==> src/rtl/sr_pkg.sv <==
package sr_pkg;
    localparam int unsigned SR_DEF_WIDTH = 8;
    localparam int unsigned SR_STROBES   = 2;
    localparam int unsigned SR_IDX_SHIFT = 0;
    localparam int unsigned SR_IDX_STORE = 1;

    typedef struct packed {
        logic store_evt;
        logic shift_evt;
    } sr_evt_t;

    function automatic logic sr_rising(input logic cur, input logic last);
        return cur & ~last;
    endfunction
endpackage

==> src/rtl/sr_edge_det.sv <==
module sr_edge_det #(
    parameter int unsigned N = 2
) (
    input  logic         clk,
    input  logic         rst,
    input  logic [N-1:0] lvl,
    output logic [N-1:0] rise
);
    logic [N-1:0] last_q;

    always_ff @(posedge clk) begin
        if (rst) last_q <= '0;
        else     last_q <= lvl;
    end

    generate
        for (genvar i = 0; i < N; i++) begin : g_ch
            assign rise[i] = sr_pkg::sr_rising(lvl[i], last_q[i]);


            rise_single_chk: assert property (@(posedge clk) disable iff (rst)
                rise[i] |=> !rise[i]);
        end
    endgenerate
endmodule

==> src/rtl/sr_shift_chain.sv <==
module sr_shift_chain #(
    parameter int unsigned WIDTH = 8
) (
    input  logic             clk,
    input  logic             rst,
    input  logic             clear_n,
    input  logic             shift_evt,
    input  logic             ser_in,
    output logic [WIDTH-1:0] view,
    output logic             ser_out
);
    localparam int unsigned TOP = WIDTH - 1;

    logic [WIDTH-1:0] stages_q;

    always_ff @(posedge clk) begin
        if (rst || !clear_n)
            stages_q <= '0;
        else if (shift_evt)
            stages_q <= {stages_q[TOP-1:0], ser_in};
    end

    assign view    = clear_n ? stages_q : '0;
    assign ser_out = view[TOP];


    shift_move_chk: assert property (@(posedge clk) disable iff (rst)
        (shift_evt && clear_n) |=> stages_q == {$past(stages_q[TOP-1:0]), $past(ser_in)});


    shift_hold_chk: assert property (@(posedge clk) disable iff (rst)
        (!shift_evt && clear_n) |=> $stable(stages_q));


    clear_zero_chk: assert property (@(posedge clk) disable iff (rst)
        !clear_n |=> stages_q == '0);
endmodule

==> src/rtl/sr_hold_stage.sv <==
module sr_hold_stage #(
    parameter int unsigned WIDTH = 8
) (
    input  logic             clk,
    input  logic             rst,
    input  logic             store_evt,
    input  logic [WIDTH-1:0] word_in,
    input  logic             out_en_n,
    output logic [WIDTH-1:0] par_q,
    output logic             par_oe
);
    logic [WIDTH-1:0] held_q;

    always_ff @(posedge clk) begin
        if (store_evt) held_q <= word_in;
    end

    assign par_oe = ~out_en_n;
    assign par_q  = par_oe ? held_q : '0;


    store_copy_chk: assert property (@(posedge clk) disable iff (rst)
        store_evt |=> held_q == $past(word_in));


    store_keep_chk: assert property (@(posedge clk) disable iff (rst)
        !store_evt |=> $stable(held_q));


    bus_release_chk: assert property (@(posedge clk) disable iff (rst)
        out_en_n |-> (par_q == '0 && !par_oe));
endmodule

==> src/rtl/sr_latched_shifter.sv <==
module sr_latched_shifter #(
    parameter int unsigned WIDTH = sr_pkg::SR_DEF_WIDTH
) (
    input  logic             clk,
    input  logic             rst,
    input  logic             ser_in,
    input  logic             shift_clk,
    input  logic             store_clk,
    input  logic             clear_n,
    input  logic             out_en_n,
    output logic [WIDTH-1:0] par_q,
    output logic             par_oe,
    output logic             ser_out
);
    import sr_pkg::*;

    logic [SR_STROBES-1:0] lvl;
    logic [SR_STROBES-1:0] rise;
    sr_evt_t               evt;
    logic [WIDTH-1:0]      chain_view;

    assign lvl[SR_IDX_SHIFT] = shift_clk;
    assign lvl[SR_IDX_STORE] = store_clk;

    sr_edge_det #(.N(SR_STROBES)) u_edge (
        .clk  (clk),
        .rst  (rst),
        .lvl  (lvl),
        .rise (rise)
    );

    assign evt.shift_evt = rise[SR_IDX_SHIFT];
    assign evt.store_evt = rise[SR_IDX_STORE];

    sr_shift_chain #(.WIDTH(WIDTH)) u_chain (
        .clk       (clk),
        .rst       (rst),
        .clear_n   (clear_n),
        .shift_evt (evt.shift_evt),
        .ser_in    (ser_in),
        .view      (chain_view),
        .ser_out   (ser_out)
    );

    sr_hold_stage #(.WIDTH(WIDTH)) u_hold (
        .clk       (clk),
        .rst       (rst),
        .store_evt (evt.store_evt),
        .word_in   (chain_view),
        .out_en_n  (out_en_n),
        .par_q     (par_q),
        .par_oe    (par_oe)
    );


    clear_store_zero_chk: assert property (@(posedge clk) disable iff (rst)
        (evt.store_evt && !clear_n && !out_en_n) |=> (out_en_n || par_q == '0));


    clear_serial_chk: assert property (@(posedge clk) disable iff (rst)
        !clear_n |-> !ser_out);
endmodule

==> config.mk <==
export PLATFORM = sky130hd
export DESIGN_NAME = sr_latched_shifter
export DESIGN_NICKNAME = d
export VERILOG_FILES = /design/src/rtl/sr_pkg.sv /design/src/rtl/sr_edge_det.sv /design/src/rtl/sr_shift_chain.sv /design/src/rtl/sr_hold_stage.sv /design/src/rtl/sr_latched_shifter.sv
export SDC_FILE = /design/constraint.sdc
export NUM_CORES = 1
export LEC_CHECK = 0
export ABC_AREA = 1
export ABC_CLOCK_PERIOD_IN_PS = 1600
export BUFFER_PORTS_ARGS = -buffer_cell sky130_fd_sc_hd__buf_4
export CAP_MARGIN = 10
export CORE_MARGIN = 5
export CORE_UTILIZATION = 35
export CTS_BUF_LIST = sky130_fd_sc_hd__clkbuf_8
export DETAILED_ROUTE_END_ITERATION = 10
export PLACE_DENSITY = 0.66
export SYNTH_ARGS = -nofsm -noshare
export SYNTH_HDL_FRONTEND = slang
export SYNTH_HIERARCHICAL = 1
export SYNTH_SLANG_ARGS = --single-unit
==> constraint.sdc <==
create_clock -name clk -period 1.6 [get_ports clk]
set_input_delay 0.16 -clock clk [delete_from_list [all_inputs] [get_ports clk]]
set_output_delay 0.16 -clock clk [all_outputs]
set_load 0.05 [all_outputs]
==> results of run 1 <==
per-layer routing:
layer  up-vias  wire length, microns  GRT usage
met2        15                   535     0.1199
met1       237                   532    0.09362
met5         -                     0          0
met3         0                    84    0.01856
li1        289                     -          -
met4         0                     0    0.05085
worst max-delay path by stage:
stage	startpoint	endpoint
after global routing	u_edge/last_q[1]$_SDFF_PP0_	u_hold/held_q[6]$_DFFE_PP_
after CTS	u_edge/last_q[1]$_SDFF_PP0_	u_hold/held_q[6]$_DFFE_PP_
final	u_edge/last_q[1]$_SDFF_PP0_	u_hold/held_q[6]$_DFFE_PP_
after global placement	u_edge/last_q[1]$_SDFF_PP0_	u_hold/held_q[7]$_DFFE_PP_
after detailed placement	u_edge/last_q[1]$_SDFF_PP0_	u_hold/held_q[6]$_DFFE_PP_
after floorplan	u_hold/held_q[0]$_DFFE_PP_	par_q[0]
flip-flops by register name (all words and copies together), names as in the netlist:
name,cells
u_edge/last_q,2
u_hold/held_q,8
u_chain/stages_q,8
stage by stage:
stage,cells,hold slack [ps],utilization,power [mW]
2_1_floorplan,88,232.4,-,0.5759
3_3_place_gp,128,340.2,0.4350,0.6026
3_5_place_dp,128,341.8,0.4350,0.6048
4_1_cts,132,78.06,0.4628,0.9568
5_1_grt,132,92.06,0.4628,0.9836
6_report,132,83.24,0.4628,0.9459
power by group through the flow:
stage                     clock network, mW  registers (mW)  logic [mW]
final                                 0.352           0.495      0.0991
after global routing                  0.381           0.496       0.107
after CTS                             0.362           0.495      0.0999
after global placement                    0           0.505      0.0981
after floorplan                           0           0.504      0.0719
after detailed placement                  0           0.505      0.0999
cell usage in the layout, fill, tap and decap left out:
| master | instances |
|---|---|
| buf_4 | 17 |
| dfxtp_1 | 10 |
| nor2_1 | 12 |
| clkbuf_8 | 4 |
| inv_2 | 1 |
| edfxtp_1 | 8 |
| a21oi_1 | 8 |
| nand2_2 | 1 |
| nand2_1 | 24 |
| inv_1 | 20 |
final cells by class:
cell class / count / share of cell area
multi-input combinational: 45 / 0.1978
sequential: 18 / 0.4802
timing repair buffer: 17 / 0.1392
clock buffer: 4 / 0.06003
tap: 27 / 0.03683
inverter: 21 / 0.08595
cell usage after synthesis:
library cell,instances,area (sq um)
inv_1,20,75.07
edfxtp_1,8,240.2
nand2_1,24,90.09
buf_6,2,22.52
dfxtp_1,10,200.2
a21oi_1,8,40.04
nor2_1,12,45.04
buf_4,2,15.01
inv_2,1,3.750
nand2_2,1,6.260
cell families after synthesis:
family,after synthesis,share of synthesized area
DFF,18,0.5966
buffers and inverters,25,0.1576
AOI/OAI and AO/OA,8,0.05424
and+or+nand+nor,37,0.1915
==> out/qor.yml, run 1 <==
min_path:
  worst_hold_path.endpoint: "u_edge/last_q[0]$_SDFF_PP0_"
  min_path_cells: 2
  hp-class: "input pin to register"
  hold_path_startpoint: "rst"
timing:
  finClkSkew_ps: 1.392
  setup_ws_ps: 474.0
  setup_viol: 0
  fmax_mhz: 888.1
  finalMaxSlewViolations: 0
  hold_violations: 0
  tightest_slew_ps: 589.3
  setup_tns_ps: 0
  maxSlewHeadroom: 0.6057
  fin_crit_sh: 0.7037
  period_needed_ps: 1126
  rsz0062_at_grt: "false"
layout:
  register_area_sq_um: 440.4
  antenna_cells: 0
  syn2layout_area_growth_pct: 24.24
  final_cell_area_sq_um: 917.1
  final_layout_size_suffix_gt1_frac: 0.2190
  multiInputGateArea_sq_um: 181.4
  fillers: 198
  fin_nets: 113
pwr:
  p_leak_nw: 0.4571
  power.share.clock: 0.372
  p_sw_mw: 0.2057
  vdd_drop_max_mv: 0.5478
  combPwrFrac: 0.105
  p_seq_frac: 0.523
  p_int_mw: 0.7402
  sw_frac_of_total: 0.2174
  power_density_nw_per_um2: 1031
place:
  io_buffers: 16
  dp_hpwl_microns: 850.5
  dpl_worst_slack_ps: 472.0
  place_area_sq_um: 862.1
  gp_congestion: 0.7647
outcome:
  status: "finished, final reports clean"
grt:
  grt_max_degree: 11
  grt-ovfl-total: 0
  antenna_found_initial: 0
  grt.total_usage: 0.07696
  grt_pass1_vias: 489
  grt_pass1_wl_microns: 1952
critical_path:
  r2r_end: "u_hold/held_q[6]$_DFFE_PP_"
  cp.required_ps: 1480
  path_max_fanout: 8
  cp.arrival_ps: 1010
  crit_path_start_kind: "register"
  crit_path_end_kind: "register"
  crit_family: "simple AND/OR/NAND/NOR gates"
  timing.rr.start: "u_edge/last_q[1]$_SDFF_PP0_"
  slowest_stage: "nor2_1"
  reg2reg_depth: 1
  crit_path_cell_trace: "nor2_1"
  critPathMaxStageDelay_ps: 460
  cp.buffers_inverters: 0
  r2r_setup_slack_ps: 470
  cp_num_cells: 1
  criticalPathCategory: "register to register"
clock_tree:
  cts_buffers: 3
  clock-root-buffer: "clkbuf_8"
  cts_buffer_depth: 2
  ctsResizeCount: 0
  htreeDepth: 1
  post_cts_buffers: 0
  clkLatencyLatePin_ps: 240
  cts_tree: "done"
  cts.sinks: 18
  hold_buffers: 0
  clk_pin_slew_worst_paths_ps: 60
flow_run:
  maxCapViolCount: 0
routing:
  avgViaCountPerCell: 4.098
  drt_iter0_markers: 12
  vias: 541
  wire_per_inst_microns: 8.727
  wirelength_microns: 1152
  dr.pass1.iters: 4
  drtAntennaViolNets: 0
  drc: 0
die:
  rows: 16
  initial_utilization: 0.3725
  fp.dieW_microns: 55.93
  dieArea_sq_um: 3128
  core_sq_um: 1982
  die_y_microns: 55.93
  pin_count: 17
synth:
  synth_seq_cells: 18
  avgSynthCellArea_sq_um: 8.389
  synthesis.nets: 95
  yosysSeqAreaShare: 0.5966
  ys_warn_count: 6
  syn_area_sq_um: 738.2
  synth.distinct_cells: 10
  netlist_instances: 88
(Power assumes the default switching activity.)
==> inputs of run 2 (changes only) <==
- ABC_CLOCK_PERIOD_IN_PS: 1600 -> 900
- PLACE_DENSITY: 0.66 -> 0.68
- clock period: 1.6 -> 0.9 ns (I/O delays scaled with it)
==> run 2 against run 1 <==
The run now ends with setup timing left. Flip-flop and latch count stayed put. Sequential power is 78% higher. Core utilization up 4.4 points. Highest routed layer is now met4. Total power grew 71%. First-iteration DRC count increased by 8.3%. Clock skew grew 2.7 ps. Largest power group unchanged. Non-clock buffer count is 4 higher.
==> out/qor.yml, run 2 (synthesis gave the netlist of run 1 again) <==
outcome:
  status: "complete, but fails checks"  # was finished, final reports clean
  violations: "setup timing"
timing:
  fin_crit_sh: 1.068
  holdWs_ps: 15.66  # was 83.24 ps
  finClkSkew_ps: 4.095  # was 1.392 ps
  maxSlewHeadroom: 0.8973  # was 0.6057
  finalMaxSlewViolations: 0  # unchanged
  setup_ws_ps: -61.46  # was 474.0 ps
  period_needed_ps: 961.5
  rsz0062_at_grt: "true"  # was false
  fmax_mhz: 1040
  setup_viol: 9  # was 0
  hold_violations: 0  # unchanged
  tightest_slew_ps: 153.5  # was 589.3 ps
clock_tree:
  clock-root-buffer: "clkbuf_8"  # unchanged
  htreeDepth: 1  # unchanged
  cts_buffer_depth: 2  # unchanged
  clk_pin_slew_worst_paths_ps: 60  # about the same
  cts_tree: "done"  # unchanged
  cts_buffers: 3  # unchanged
  cts.sinks: 18  # unchanged
  clkLatencyLatePin_ps: 240  # about the same
die:
  dieArea_sq_um: 3128  # unchanged
  core_sq_um: 1982  # unchanged
  fp.dieW_microns: 55.93  # unchanged
  die_y_microns: 55.93  # unchanged
  rows: 16  # unchanged
  pin_count: 17  # unchanged
  initial_utilization: 0.3725  # unchanged
pwr:
  vdd_drop_max_mv: 0.9144  # was 0.5478 mV
  p_leak_nw: 0.4774  # was 0.4571 nW
  power_density_nw_per_um2: 1614  # was 1031 nW/um^2
  p_total_mw: 1.619  # was 0.9459 mW
grt:
  grtUsageMet2: 0.1166  # was 0.1199
  grt_use_met3: 0.01856  # unchanged
  grtUsageMet1: 0.09815  # was 0.09362
  grt.total_usage: 0.07607  # was 0.07696
  grt_pass1_wl_microns: 1952  # unchanged
  grt-ovfl-total: 0  # unchanged
  antenna_found_initial: 0  # unchanged
  top_usage_layer: "met2"  # unchanged
  grt_pass1_vias: 485  # was 489
  grt_max_degree: 10  # was 11
critical_path:
  slowest_stage: "edfxtp_1"  # was nor2_1
  crit_path_end_kind: "output port"  # was register
  crit_family: "flip-flops"  # was simple AND/OR/NAND/NOR gates
  crit_path_start_kind: "register"  # unchanged
  cp.buffers_inverters: 2  # was 0
  crit_path_cell_trace: "inv_1, nor2_2, buf_6"  # was nor2_1
  criticalPathCategory: "register to output port"  # was register to register
  critPathMaxStageDelay_ps: 320  # was 460 ps
  cp.required_ps: 810  # was 1480 ps
  cp.arrival_ps: 870  # was 1010 ps
  path_max_fanout: 1  # was 8
layout:
  top_regs: "u_chain/stages_q: 8 flops, u_hold/held_q: 8 flops, u_edge/last_q: 2 flops"  # unchanged
  fin_util: 0.5063  # was 0.4628
  register_area_sq_um: 441.7  # was 440.4 sq um
  fillers: 202  # was 198
  syn2layout_area_growth_pct: 35.93  # was 24.24%
  fin_nets: 117  # was 113
  final_cell_mix: "nand2_1 (23), inv_1 (18), buf_4 (10), nor2_2 (10)"  # was nand2_1 (24), inv_1 (20), buf_4 (17), nor2_1 (12), dfxtp_1 (10)
  multiInputGateArea_sq_um: 209.0  # was 181.4 sq um
  antenna_cells: 0  # unchanged
  finalNonFillerCells: 135  # was 132
  final_layout_size_suffix_gt1_frac: 0.3704  # was 0.2190
  final_common_cell: "nand2_1"  # unchanged
routing:
  dr.pass1.iters: 4  # unchanged
  drt_iter0_markers: 13  # was 12
  avgViaCountPerCell: 4.104  # was 4.098
  drtAntennaViolNets: 0  # unchanged
  wirelength_microns: 1196  # was 1152 microns
  drc: 0  # unchanged
  wire_per_inst_microns: 8.859  # was 8.727 microns
  vias: 554  # was 541
place:
  gp_congestion: 0.8383  # was 0.7647
  dp_hpwl_microns: 879.1  # was 850.5 microns
  dpl_worst_slack_ps: 35.57  # was 472.0 ps
  io_buffers: 16  # unchanged
  place_inst: 129  # was 128
flow_run:
  maxCapViolCount: 0  # unchanged
min_path:
  hp-class: "input pin to register"  # unchanged
run 2: cell types whose count changed in the layout (fill, tap and decap cells not counted), moves of 2 or more:
| cell | delta |
|---|---|
| buf_4 | -7 |
| nor2_1 | -10 |
| nor2_2 | +10 |
| buf_6 | +9 |
| inv_1 | -2 |
run 2: stage by stage:
step | instance area [sq um] | setup TNS, ps
2_1_floorplan | 760.7 | -87.39
3_3_place_gp | 892.1 | 0
3_5_place_dp | 892.1 | 0
4_1_cts | 982.2 | -538.0
5_1_grt | 1003 | -847.5
6_report | 1003 | -411.4
run 2: path summary, 6_finish.rpt:
kind	to	slack [ps]	cells past startpoint	startpoint
setup reg to reg	u_hold/held_q[2]$_DFFE_PP_	60	2	u_edge/last_q[1]$_SDFF_PP0_
hold reg to reg	u_chain/stages_q[7]$_SDFFE_PP0P_	480	2	u_chain/stages_q[6]$_SDFFE_PP0P_
setup / recovery	par_q[7]	-60	3	u_hold/held_q[7]$_DFFE_PP_
hold / removal	u_edge/last_q[0]$_SDFF_PP0_	20	2	rst
run 2: layout make-up:
cell class	count	share of cell area
timing repair buffer	21	0.1958
inverter	21	0.08105
tap	27	0.03367
multi-input combinational	45	0.2082
clock buffer	3	0.04115
sequential	18	0.4402
run 2: layer usage:
layer | vias up | wire length [microns] | share of wire
li1 | 297 | - | -
met1 | 238 | 560 | 0.47
met2 | 17 | 566 | 0.47
met3 | 2 | 62 | 0.052
met4 | 0 | 6 | 0.0050
met5 | - | 0 | 0
run 2: where the power goes:
part	internal (mW)	switching [mW]	total (mW)
registers	0.874	0.00713	0.881
logic	0.0758	0.134	0.210
clock network	0.296	0.232	0.528
run 2: timing repair:
action,in CTS,in global routing
resized for setup,13,5
buffers inserted,1,1
pin swaps,2,2
hold buffers,0,0
setup endpoints to repair,9,17
gates cloned,0,1
==> inputs of run 3 (changes only) <==
- CTS_BUF_LIST: sky130_fd_sc_hd__clkbuf_8 -> unset
==> run 3 against run 2 <==
The run still ends with setup timing left. Clock skew fell by 0.90 ps. Via count rose by 1.4%. Highest routed layer is now met3. First-iteration DRC count shrank 46%. Sequential power is essentially flat. Fmax fell by 5.0%. Total power is 8.5% lower. Flip-flop and latch count did not move. Register-to-register slack is essentially flat. Global-route usage rose by 0.14 points. Critical path type unchanged. Die area unchanged. Wire length increased by 4.2%.
==> out/qor.yml, run 3 (synthesis gave the netlist of run 1 again) <==
outcome:
  status: "complete, but fails checks"  # unchanged
  violations: "setup timing"  # unchanged
clock_tree:
  htreeDepth: 1  # unchanged
  cts.sinks: 18  # unchanged
  cts_buffer_depth: 2  # unchanged
  clk_pin_slew_worst_paths_ps: 100  # was 60 ps
  cts_buffers: 3  # unchanged
  clkLatencyLatePin_ps: 280  # was 240 ps
  cts_tree: "done"  # unchanged
  clock-root-buffer: "clkbuf_4"  # was clkbuf_8
critical_path:
  cp.arrival_ps: 920  # was 870 ps
  critPathMaxStageDelay_ps: 330  # was 320 ps
  crit_path_start_kind: "register"  # unchanged
  cp.required_ps: 810  # about the same
  crit_path_cell_trace: "inv_1, nor2_2, buf_6"  # unchanged
  slowest_stage: "edfxtp_1"  # unchanged
  crit_family: "flip-flops"  # unchanged
  path_max_fanout: 1  # unchanged
  crit_path_end_kind: "output port"  # unchanged
  cp.buffers_inverters: 2  # unchanged
  criticalPathCategory: "register to output port"  # unchanged
routing:
  dr.pass1.iters: 4  # unchanged
  wire_per_inst_microns: 9.162  # was 8.859 microns
  drc: 0  # unchanged
  avgViaCountPerCell: 4.132  # was 4.104
  drt_iter0_markers: 7  # was 13
  vias: 562  # was 554
  drtAntennaViolNets: 0  # unchanged
  wirelength_microns: 1246  # was 1196 microns
place:
  dpl_worst_slack_ps: 35.57  # unchanged
  io_buffers: 16  # unchanged
  dp_hpwl_microns: 879.1  # unchanged
  gp_congestion: 0.8383  # unchanged
  place_area_sq_um: 892.1  # unchanged
timing:
  rsz0062_at_grt: "true"  # unchanged
  finalMaxSlewViolations: 0  # unchanged
  fin_crit_sh: 1.125  # was 1.068
  maxSlewHeadroom: 0.8966  # was 0.8973
  tightest_slew_ps: 154.5  # was 153.5 ps
  hold_violations: 0  # unchanged
  finClkSkew_ps: 3.196  # was 4.095 ps
  setup_ws_ps: -112.1  # was -61.46 ps
  setup_viol: 9  # unchanged
  fmax_mhz: 988.0  # was 1040 MHz
  period_needed_ps: 1012  # was 961.5 ps
grt:
  top_usage_layer: "met2"  # unchanged
  grt_pass1_wl_microns: 1966  # was 1952 microns
  grt-ovfl-total: 0  # unchanged
  grt_pass1_vias: 485  # unchanged
  grt_max_degree: 10  # unchanged
  grt_use_met3: 0.02552  # was 0.01856
  grtUsageMet1: 0.09815  # unchanged
  antenna_found_initial: 0  # unchanged
  grt.total_usage: 0.07752  # was 0.07607
  grtUsageMet2: 0.1166  # unchanged
flow_run:
  maxCapViolCount: 0  # unchanged
pwr:
  p_leak_nw: 0.4751  # was 0.4774 nW
  power_density_nw_per_um2: 1480  # was 1614 nW/um^2
  vdd_drop_max_mv: 0.8219  # was 0.9144 mV
die:
  initial_utilization: 0.3725  # unchanged
  dieArea_sq_um: 3128  # unchanged
  fp.dieW_microns: 55.93  # unchanged
  die_y_microns: 55.93  # unchanged
  core_sq_um: 1982  # unchanged
  pin_count: 17  # unchanged
  rows: 16  # unchanged
layout:
  fin_util: 0.5051  # was 0.5063
  top_regs: "u_chain/stages_q: 8 flops, u_hold/held_q: 8 flops, u_edge/last_q: 2 flops"  # unchanged
  final_cell_mix: "nand2_1 (23), inv_1 (18), buf_4 (10), buf_6 (9), nor2_2 (9)"  # was nand2_1 (23), inv_1 (18), buf_4 (10), nor2_2 (10)
  final_common_cell: "nand2_1"  # unchanged
  syn2layout_area_growth_pct: 35.59  # was 35.93%
  final_layout_size_suffix_gt1_frac: 0.3761  # was 0.3704
  fillers: 197  # was 202
  antenna_cells: 0  # unchanged
  final_cell_area_sq_um: 1001  # was 1003 sq um
  fin_nets: 118  # was 117
min_path:
  hp-class: "input pin to register"  # unchanged
==> run 3: cell types whose count changed in the layout (fill, tap and decap cells not counted), sizes merged <==
cell         before  now
dlygate4sd3       0    1
==> run 3: path summary, 6_finish.rpt <==
check                                          end                              from  slack, ps  cells past startpoint
setup / recovery                          par_q[7]        u_hold/held_q[7]$_DFFE_PP_       -110                      3
hold / removal         u_edge/last_q[1]$_SDFF_PP0_                         store_clk         30                      3
setup reg to reg        u_hold/held_q[0]$_DFFE_PP_       u_edge/last_q[1]$_SDFF_PP0_         50                      2
hold reg to reg   u_chain/stages_q[7]$_SDFFE_PP0P_  u_chain/stages_q[6]$_SDFFE_PP0P_        490                      2
==> run 3: per-layer routing <==
| metal | share of wire | vias up |
|---|---|---|
| met2 | 0.47 | 27 |
| met5 | 0 | - |
| met3 | 0.074 | 0 |
| li1 | - | 300 |
| met1 | 0.45 | 235 |
| met4 | 0 | 0 |
==> run 3: final cells by class <==
cell class | instances | area, sq um | share of cell area
Inverter | 21 | 81.33 | 0.08125
Clock buffer | 3 | 22.52 | 0.02250
Sequential cell | 18 | 442.9 | 0.4425
Timing Repair Buffer | 22 | 206.4 | 0.2063
Multi-Input combinational cell | 45 | 214.0 | 0.2137
Tap cell | 27 | 33.78 | 0.03375
==> run 3: stage by stage <==
| step | total power [mW] | cells | setup TNS [ps] | hold slack [ps] |
|---|---|---|---|---|
| global placement | 1.085 | 129 | 0 | 267.4 |
| CTS | 1.478 | 134 | -1002 | 16.09 |
| detailed placement | 1.088 | 129 | 0 | 270.3 |
| floorplan | 1.034 | 88 | -87.39 | 162.4 |
| finish | 1.481 | 136 | -871.5 | 32.47 |
| global route | 1.545 | 136 | -1419 | 35.24 |
==> run 3: power by group <==
group,switching [mW],internal (mW)
Combinational,0.136,0.0798
Sequential,0.00814,0.873
Clock,0.229,0.155
Total,0.373,1.11
==> run 3: repair_timing <==
item | CTS | global route
buffers inserted | 1 | 1
gates cloned | 0 | 1
hold buffers | 1 | 0
endpoints found under the hold margin | 2 | 0
setup endpoints to repair | 9 | 17
resized for setup | 13 | 7
pin swaps | 2 | 2
==> run 3: worst register-to-register path, stage by stage, from the launching register on <==
cell     delay, ps
dfxtp_1        320
nor2_2          90
buf_4          160
